$ cat src/rtl/irqc_pkg.sv
package irqc_pkg;
  localparam int PRIO_W = 2;
  localparam int DATA_W = 32;

  localparam int REG_EN_SET   = 0;
  localparam int REG_EN_CLR   = 1;
  localparam int REG_PEND_SET = 2;
  localparam int REG_PEND_CLR = 3;
  localparam int REG_ACTIVE   = 4;
  localparam int REG_KIND     = 5;
  localparam int REG_GATE     = 6;
  localparam int REG_PRIO     = 7;

  // lower value is more urgent; equal values keep the earlier choice
  function automatic logic outranks(input logic [PRIO_W-1:0] challenger,
                                    input logic [PRIO_W-1:0] holder);
    return challenger < holder;
  endfunction
endpackage

$ cat src/rtl/irqc_sync.sv
module irqc_sync #(
  parameter int W = 8
) (
  input  logic         clk,
  input  logic         rst_n,
  input  logic [W-1:0] raw,
  output logic [W-1:0] lvl,
  output logic [W-1:0] rise
);
  logic [W-1:0] stage1, stage2, stage3;

  always_ff @(posedge clk) begin
    if (!rst_n) begin
      stage1 <= '0;
      stage2 <= '0;
      stage3 <= '0;
    end else begin
      stage1 <= raw;
      stage2 <= stage1;
      stage3 <= stage2;
    end
  end

  assign lvl  = stage2;
  assign rise = stage2 & ~stage3;
endmodule

$ cat src/rtl/irqc_line.sv
module irqc_line (
  input  logic clk,
  input  logic rst_n,
  input  logic is_pulse,
  input  logic lvl,
  input  logic rise,
  input  logic set_pend,
  input  logic clr_pend,
  input  logic ack_hit,
  input  logic eret,
  output logic pend,
  output logic act
);
  logic pend_n, act_n;
  logic clear_takes, raise_evt;

  assign clear_takes = clr_pend && (is_pulse || !lvl);
  assign raise_evt   = set_pend || (is_pulse && rise) ||
                       (!is_pulse && lvl && !act && !ack_hit);

  always_comb begin
    act_n  = act;
    pend_n = pend;
    if (eret)        act_n  = 1'b0;
    if (ack_hit)     begin act_n = 1'b1; pend_n = 1'b0; end
    if (clear_takes) pend_n = 1'b0;
    if (raise_evt)   pend_n = 1'b1;
  end

  always_ff @(posedge clk) begin
    if (!rst_n) begin
      pend <= 1'b0;
      act  <= 1'b0;
    end else begin
      pend <= pend_n;
      act  <= act_n;
    end
  end

  // level line held high ignores a clear-pending write
  assert_level_clear_held_R3: assert property (@(posedge clk) disable iff (!rst_n)
    (!is_pulse && clr_pend && lvl && pend && !ack_hit) |=> pend);

  // pulse line clear from active-and-pending leaves it active
  assert_pulse_clear_R4: assert property (@(posedge clk) disable iff (!rst_n)
    (is_pulse && clr_pend && act && pend && !eret && !set_pend && !rise) |=> (act && !pend));

  assert_repulse_in_handler_R5: assert property (@(posedge clk) disable iff (!rst_n)
    (is_pulse && act && rise && !eret) |=> (act && pend));

  assert_return_repends_R6: assert property (@(posedge clk) disable iff (!rst_n)
    (eret && act && pend && !clr_pend && !ack_hit) |=> (pend && !act));
endmodule

$ cat src/rtl/irqc_pick.sv
module irqc_pick #(
  parameter int N    = 8,
  parameter int PW   = 2,
  parameter int IDW  = (N > 1) ? $clog2(N) : 1
) (
  input  logic [N-1:0]    cand,
  input  logic [N*PW-1:0] prio,
  output logic            any,
  output logic [IDW-1:0]  id
);
  import irqc_pkg::*;

  logic [PW-1:0] best_p;

  always_comb begin
    any    = 1'b0;
    id     = '0;
    best_p = '1;
    for (int i = 0; i < N; i++) begin
      if (cand[i] && (!any || outranks(prio[i*PW +: PW], best_p))) begin
        any    = 1'b1;
        id     = IDW'(i);
        best_p = prio[i*PW +: PW];
      end
    end
  end
endmodule

$ cat src/rtl/irq_state_ctrl.sv
module irq_state_ctrl #(
  parameter int N_LINES = 8,
  parameter int ADDR_W  = 8,
  parameter int ID_W    = (N_LINES > 1) ? $clog2(N_LINES) : 1
) (
  input  logic                 clk,
  input  logic                 rst_n,
  input  logic [N_LINES-1:0]   irq_in,
  input  logic                 bus_valid,
  input  logic                 bus_write,
  input  logic [ADDR_W-1:0]    bus_addr,
  input  logic [31:0]          bus_wdata,
  output logic [31:0]          bus_rdata,
  output logic                 bus_err,
  output logic                 irq_req,
  output logic [ID_W-1:0]      irq_id,
  input  logic                 irq_ack,
  input  logic                 irq_eret
);
  import irqc_pkg::*;

  localparam int PW_ALL = N_LINES * PRIO_W;

  logic [N_LINES-1:0] en_q, kind_q, pend, act;
  logic [PW_ALL-1:0]  prio_q;
  logic               gate_q;

  logic               misaligned, wr_ok;
  logic [ADDR_W-3:0]  word;
  logic [N_LINES-1:0] wbits, set_vec, clr_vec, ack_vec, cand;
  logic [N_LINES-1:0] lvl, rise;
  logic               pick_any, take;
  logic               wdata_unused;

  assign misaligned   = bus_valid && (bus_addr[1:0] != 2'b00);
  assign wr_ok        = bus_valid && bus_write && !misaligned;
  assign word         = bus_addr[ADDR_W-1:2];
  assign wbits        = bus_wdata[N_LINES-1:0];
  assign wdata_unused = ^bus_wdata[DATA_W-1:PW_ALL];
  assign bus_err      = misaligned;

  assign set_vec = (wr_ok && int'(word) == REG_PEND_SET) ? wbits : '0;
  assign clr_vec = (wr_ok && int'(word) == REG_PEND_CLR) ? wbits : '0;

  always_ff @(posedge clk) begin
    if (!rst_n) begin
      en_q   <= '0;
      kind_q <= '0;
      prio_q <= '0;
      gate_q <= 1'b1;
    end else if (wr_ok) begin
      case (int'(word))
        REG_EN_SET: en_q   <= en_q | wbits;
        REG_EN_CLR: en_q   <= en_q & ~wbits;
        REG_KIND:   kind_q <= wbits;
        REG_GATE:   gate_q <= bus_wdata[0];
        REG_PRIO:   prio_q <= bus_wdata[PW_ALL-1:0];
        default: ;
      endcase
    end
  end

  always_comb begin
    bus_rdata = '0;
    if (bus_valid && !misaligned) begin
      case (int'(word))
        REG_EN_SET, REG_EN_CLR:     bus_rdata = DATA_W'(en_q);
        REG_PEND_SET, REG_PEND_CLR: bus_rdata = DATA_W'(pend);
        REG_ACTIVE:                 bus_rdata = DATA_W'(act);
        REG_KIND:                   bus_rdata = DATA_W'(kind_q);
        REG_GATE:                   bus_rdata = DATA_W'(gate_q);
        REG_PRIO:                   bus_rdata = DATA_W'(prio_q);
        default: ;
      endcase
    end
  end

  irqc_sync #(.W(N_LINES)) u_sync (
    .clk(clk), .rst_n(rst_n), .raw(irq_in), .lvl(lvl), .rise(rise)
  );

  assign cand = pend & en_q;

  irqc_pick #(.N(N_LINES), .PW(PRIO_W), .IDW(ID_W)) u_pick (
    .cand(cand), .prio(prio_q), .any(pick_any), .id(irq_id)
  );

  assign irq_req = gate_q && (act == '0) && pick_any;
  assign take    = irq_ack && irq_req;
  assign ack_vec = take ? (N_LINES'(1) << irq_id) : '0;

  for (genvar g = 0; g < N_LINES; g++) begin : g_line
    irqc_line u_line (
      .clk(clk), .rst_n(rst_n),
      .is_pulse(kind_q[g]), .lvl(lvl[g]), .rise(rise[g]),
      .set_pend(set_vec[g]), .clr_pend(clr_vec[g]),
      .ack_hit(ack_vec[g]), .eret(irq_eret),
      .pend(pend[g]), .act(act[g])
    );

    assert_no_better_line_R7: assert property (@(posedge clk) disable iff (!rst_n)
      (irq_req && cand[g]) |->
        ((prio_q[irq_id*PRIO_W +: PRIO_W] < prio_q[g*PRIO_W +: PRIO_W]) ||
         ((prio_q[irq_id*PRIO_W +: PRIO_W] == prio_q[g*PRIO_W +: PRIO_W]) && (int'(irq_id) <= g))));
  end

  assert_offer_is_enabled_R2: assert property (@(posedge clk) disable iff (!rst_n)
    irq_req |-> (en_q[irq_id] && pend[irq_id]));

  assert_single_active_R8: assert property (@(posedge clk) disable iff (!rst_n)
    $onehot0(act));

  assert_ack_activates_R8: assert property (@(posedge clk) disable iff (!rst_n)
    (irq_ack && irq_req) |=> act[$past(irq_id)]);

  assert_gate_blocks_R9: assert property (@(posedge clk) disable iff (!rst_n)
    irq_req |-> gate_q);

  assert_misaligned_inert_R10: assert property (@(posedge clk) disable iff (!rst_n)
    misaligned |=> ($stable(en_q) && $stable(kind_q) && $stable(prio_q) && $stable(gate_q)));

  assert_return_clears_R6: assert property (@(posedge clk) disable iff (!rst_n)
    (irq_eret && !take) |=> (act == '0));
endmodule

$ cat config.mk
export PLATFORM = sky130hd
export DESIGN_NAME = irq_state_ctrl
export DESIGN_NICKNAME = d
export VERILOG_FILES = /design/src/rtl/irqc_pkg.sv /design/src/rtl/irqc_sync.sv /design/src/rtl/irqc_line.sv /design/src/rtl/irqc_pick.sv /design/src/rtl/irq_state_ctrl.sv
export SDC_FILE = /design/constraint.sdc
export NUM_CORES = 1
export LEC_CHECK = 0
export BUFFER_PORTS_ARGS = -buffer_cell sky130_fd_sc_hd__buf_2
export CAP_MARGIN = 25
export CORE_MARGIN = 2
export CORE_UTILIZATION = 40
export DETAILED_ROUTE_END_ITERATION = 6
export PLACE_DENSITY_LB_ADDON = 0.2
export REMOVE_ABC_BUFFERS = 1
export SYNTH_ARGS = -nofsm -noshare
export SYNTH_HDL_FRONTEND = slang
export SYNTH_HIERARCHICAL = 1
export SYNTH_SLANG_ARGS = --single-unit
$ cat constraint.sdc
create_clock -name clk -period 7.8 [get_ports clk]
set_input_delay 0.78 -clock clk [delete_from_list [all_inputs] [get_ports clk]]
set_output_delay 0.78 -clock clk [all_outputs]
set_load 0.03 [all_outputs]
==> results.md <==
- Outcome: finished, final reports clean
- Number of synthesized flops with an enable pin: 0
- Routed vias/inst: around 5.3
- Setup Fix Bufs, Post-CTS: 0
- HPWL after detailed placement: around 8000 µm
- Count of cell types in the netlist: 65
- N_diodes: 0
- Multi-input logic area: 2700 µm²
- Wire per inst: about 16 µm
- Fmax: roughly 200 MHz
- First-pass GRT wire length: 17800 µm
- CTS Root Cell: clkbuf_8
- Area delta synth->final: 12.4%
- TritonCTS Buffers: 9
- Initial core utilization: 0.406
- Row count: 38
- Post-Syn Area: ~4400 µm²
- PortBufs: 58
- Overflow after GRT: 0
- # setup viols final: 0
- Htree depth: 3
- CTS tree: built
- Arrival time at the worst endpoint: between 4 and 5 ns
- Core Area: around 11000 µm²
- Detailed Route Iter0 Violations: approximately 190
- Hold slack: ~0.43 ns
- Nets: between 600 and 700
- Tot GR Track Use: 0.201
- CTS Sinks: 73
- WS Path Type: flip-flop to primary output
- Yosys Warn Count: 6
- Vias in the first global route: ~3600
- Via count: ~3700
- Tmin final: 5.12 ns
- Synth Instances: 502
- Fin crit share: 0.656
- Clock buffer depth: 2
- Sequential share of the synthesized area: 0.335
- Synth top area share: 0.335
- Pin slew with the least headroom to its limit: 0.886 ns
- Final slew viol count: 0
- Ports: approximately 90
- Total of max-cap violations: 0
- Die W: approximately 110 µm
- DIE HEIGHT: 108 µm
- Ys async rst share: 0
- Rel. slew slack: 0.407
- Worst Setup Start Kind: flip-flop
- PwrDens: about 160 nW/µm²
- Fin. Hold Viols: 0
- Reg2reg setup slack: between 3 and 4 ns
- FILL cells: approximately 1100
- DR pass1 iterations: 5
- Synth Flop Type: dfxtp_1
- Post-CTS sizing: 0
- Data required time of the worst path: between 7 and 8 ns
- Cell taking the most area after synthesis: dfxtp_1
- CTS clock-pin slew for the worst setup and hold paths: 0.08 ns
- Top cells by area, synth: dfxtp_1, mux2i_1, and2_1, nor2b_1, nand2_1
- Die area: roughly 12000 µm²
- Leakage power: around 2.1 nW
- Initial antenna violation count: 0
- Clk Latency, worst-skew pair: between 0.3 and 0.4 ns
- FF+latch area: roughly 1500 µm²
- CTS Hold Bufs: 0
- Seq cells post-synth: between 70 and 80
- Layout cells sized above 1: 0.201
- Final Skew: 0.00448 ns
- Min-Delay Path Class: flip-flop to flip-flop
- Antenna Nets Post-Route: 0
- Post-route insts no fill: 698
- Placed Cells: 682
- Placer Congestion: 0.875
- DRC Markers: 0
- CP Capture Type: primary output
- Crit path max fanout: 6
- Mean Syn Cell Area: a little under 9 µm²
- WL final: 11200 µm
- Largest net degree at the start of global routing: between 80 and 90
- Max VDD drop: ~0.10 mV
- RSZ-0062 raised after global routing: no
- Setup TNS: 0 ns
- Final Util: 0.457
## layer usage
metal	global-route usage	routed length [µm]	vias to the layer above
li1	-	-	1861
met1	0.248	5090	1738
met2	0.328	5220	103
met3	0.0591	641	19
met4	0.0806	267	0
met5	0	0	-
## placed cells by master (no fill, tap or decap), types with 16 or more instances in the layout
master,Yosys,layout
a21oi_1,32,32
and2_1,40,40
buf_2,6,58
conb_1,1,16
dfxtp_1,73,73
mux2i_1,32,32
nand2_1,51,51
nand2b_1,24,24
nor2_1,20,20
nor2b_1,33,33
o21a_1,18,18
## cell type report
cell class                 count  share of cell area
multi-input combinational    397               0.551
inverter                      12             0.00918
timing repair buffer          60              0.0622
sequential                    73               0.298
clock inverter                 6              0.0186
tap                          140              0.0357
clock buffer                  10              0.0260
## worst max-delay path, stage by stage (launching register included)
cell and delay [ns]:
dfxtp_1 0.36, and2_1 0.24, nor2b_4 0.16, or4_4 0.57, a21oi_1 0.27, nand2b_1 0.13
ha_1 0.22, nor2_1 0.17, inv_1 0.07, o211ai_2 0.26, nor2_1 0.06, a21oi_1 0.13
ha_1 0.24, o22ai_1 0.15, nand2_1 0.09, and2_1 0.15, o2bb2ai_2 0.13, o21ai_1 0.27
buf_2 0.29
## cell usage after synthesis, types with 2 or more instances
| cell | instances |
|---|---|
| a211o_1 | 8 |
| a211oi_1 | 8 |
| a211oi_2 | 2 |
| a21oi_1 | 32 |
| a22oi_1 | 9 |
| a41oi_1 | 8 |
| and2_1 | 40 |
| and2_2 | 9 |
| and3_1 | 12 |
| and4b_1 | 3 |
| buf_2 | 6 |
| buf_4 | 16 |
| buf_6 | 2 |
| clkbuf_1 | 11 |
| dfxtp_1 | 73 |
| ha_1 | 2 |
| inv_1 | 12 |
| mux2i_1 | 32 |
| nand2_1 | 51 |
| nand2b_1 | 24 |
| nand3_1 | 3 |
| nand3b_1 | 3 |
| nand4_1 | 3 |
| nor2_1 | 20 |
| nor2b_1 | 33 |
| nor2b_4 | 2 |
| nor3_1 | 4 |
| nor3_2 | 3 |
| nor4b_1 | 2 |
| nor4b_4 | 2 |
| o21a_1 | 18 |
| o21ai_0 | 5 |
| o22ai_1 | 2 |
| o31ai_1 | 9 |
| or3_1 | 2 |
| or4b_4 | 2 |
## worst paths after layout
kind,start,end,depth (start not counted)
setup / recovery,g_line[1].u_line/pend$_SDFFE_PN0P_,irq_id[0],18
hold / removal,u_sync/stage1[2]$_SDFF_PN0_,u_sync/lvl[2]$_SDFF_PN0_,1
setup reg to reg,g_line[1].u_line/pend$_SDFFE_PN0P_,g_line[3].u_line/pend$_SDFFE_PN0P_,22
hold reg to reg,u_sync/stage1[2]$_SDFF_PN0_,u_sync/lvl[2]$_SDFF_PN0_,1
## cell families (layout without fill, tap and decap cells)
family	count (synthesis)	after routing	share of synthesized area
compound gates	118	118	0.200
fa+ha+maj	3	3	0.00802
buf+inv	47	88	0.0593
flops	73	73	0.335
mux	33	33	0.0785
other cells	1	16	0.000859
simple gates	227	227	0.319
## through the flow
stage | cell area, µm² | setup WS (ns) | power, mW
6_report | 4910 | 2.68 | 0.787
5_1_grt | 4910 | 2.36 | 0.819
4_1_cts | 4910 | 2.67 | 0.797
3_5_place_dp | 4690 | 3.05 | 0.460
3_3_place_gp | 4690 | 3.13 | 0.458
2_1_floorplan | 4210 | 3.50 | 0.427
## power breakdown
part	internal (mW)	switching (mW)	total [mW]
Clock	0.182	0.154	0.336
Sequential	0.380	0.00377	0.383
Combinational	0.0227	0.0449	0.0676
Total	0.584	0.203	0.787
Note: power is estimated with default switching activity, not from simulation.
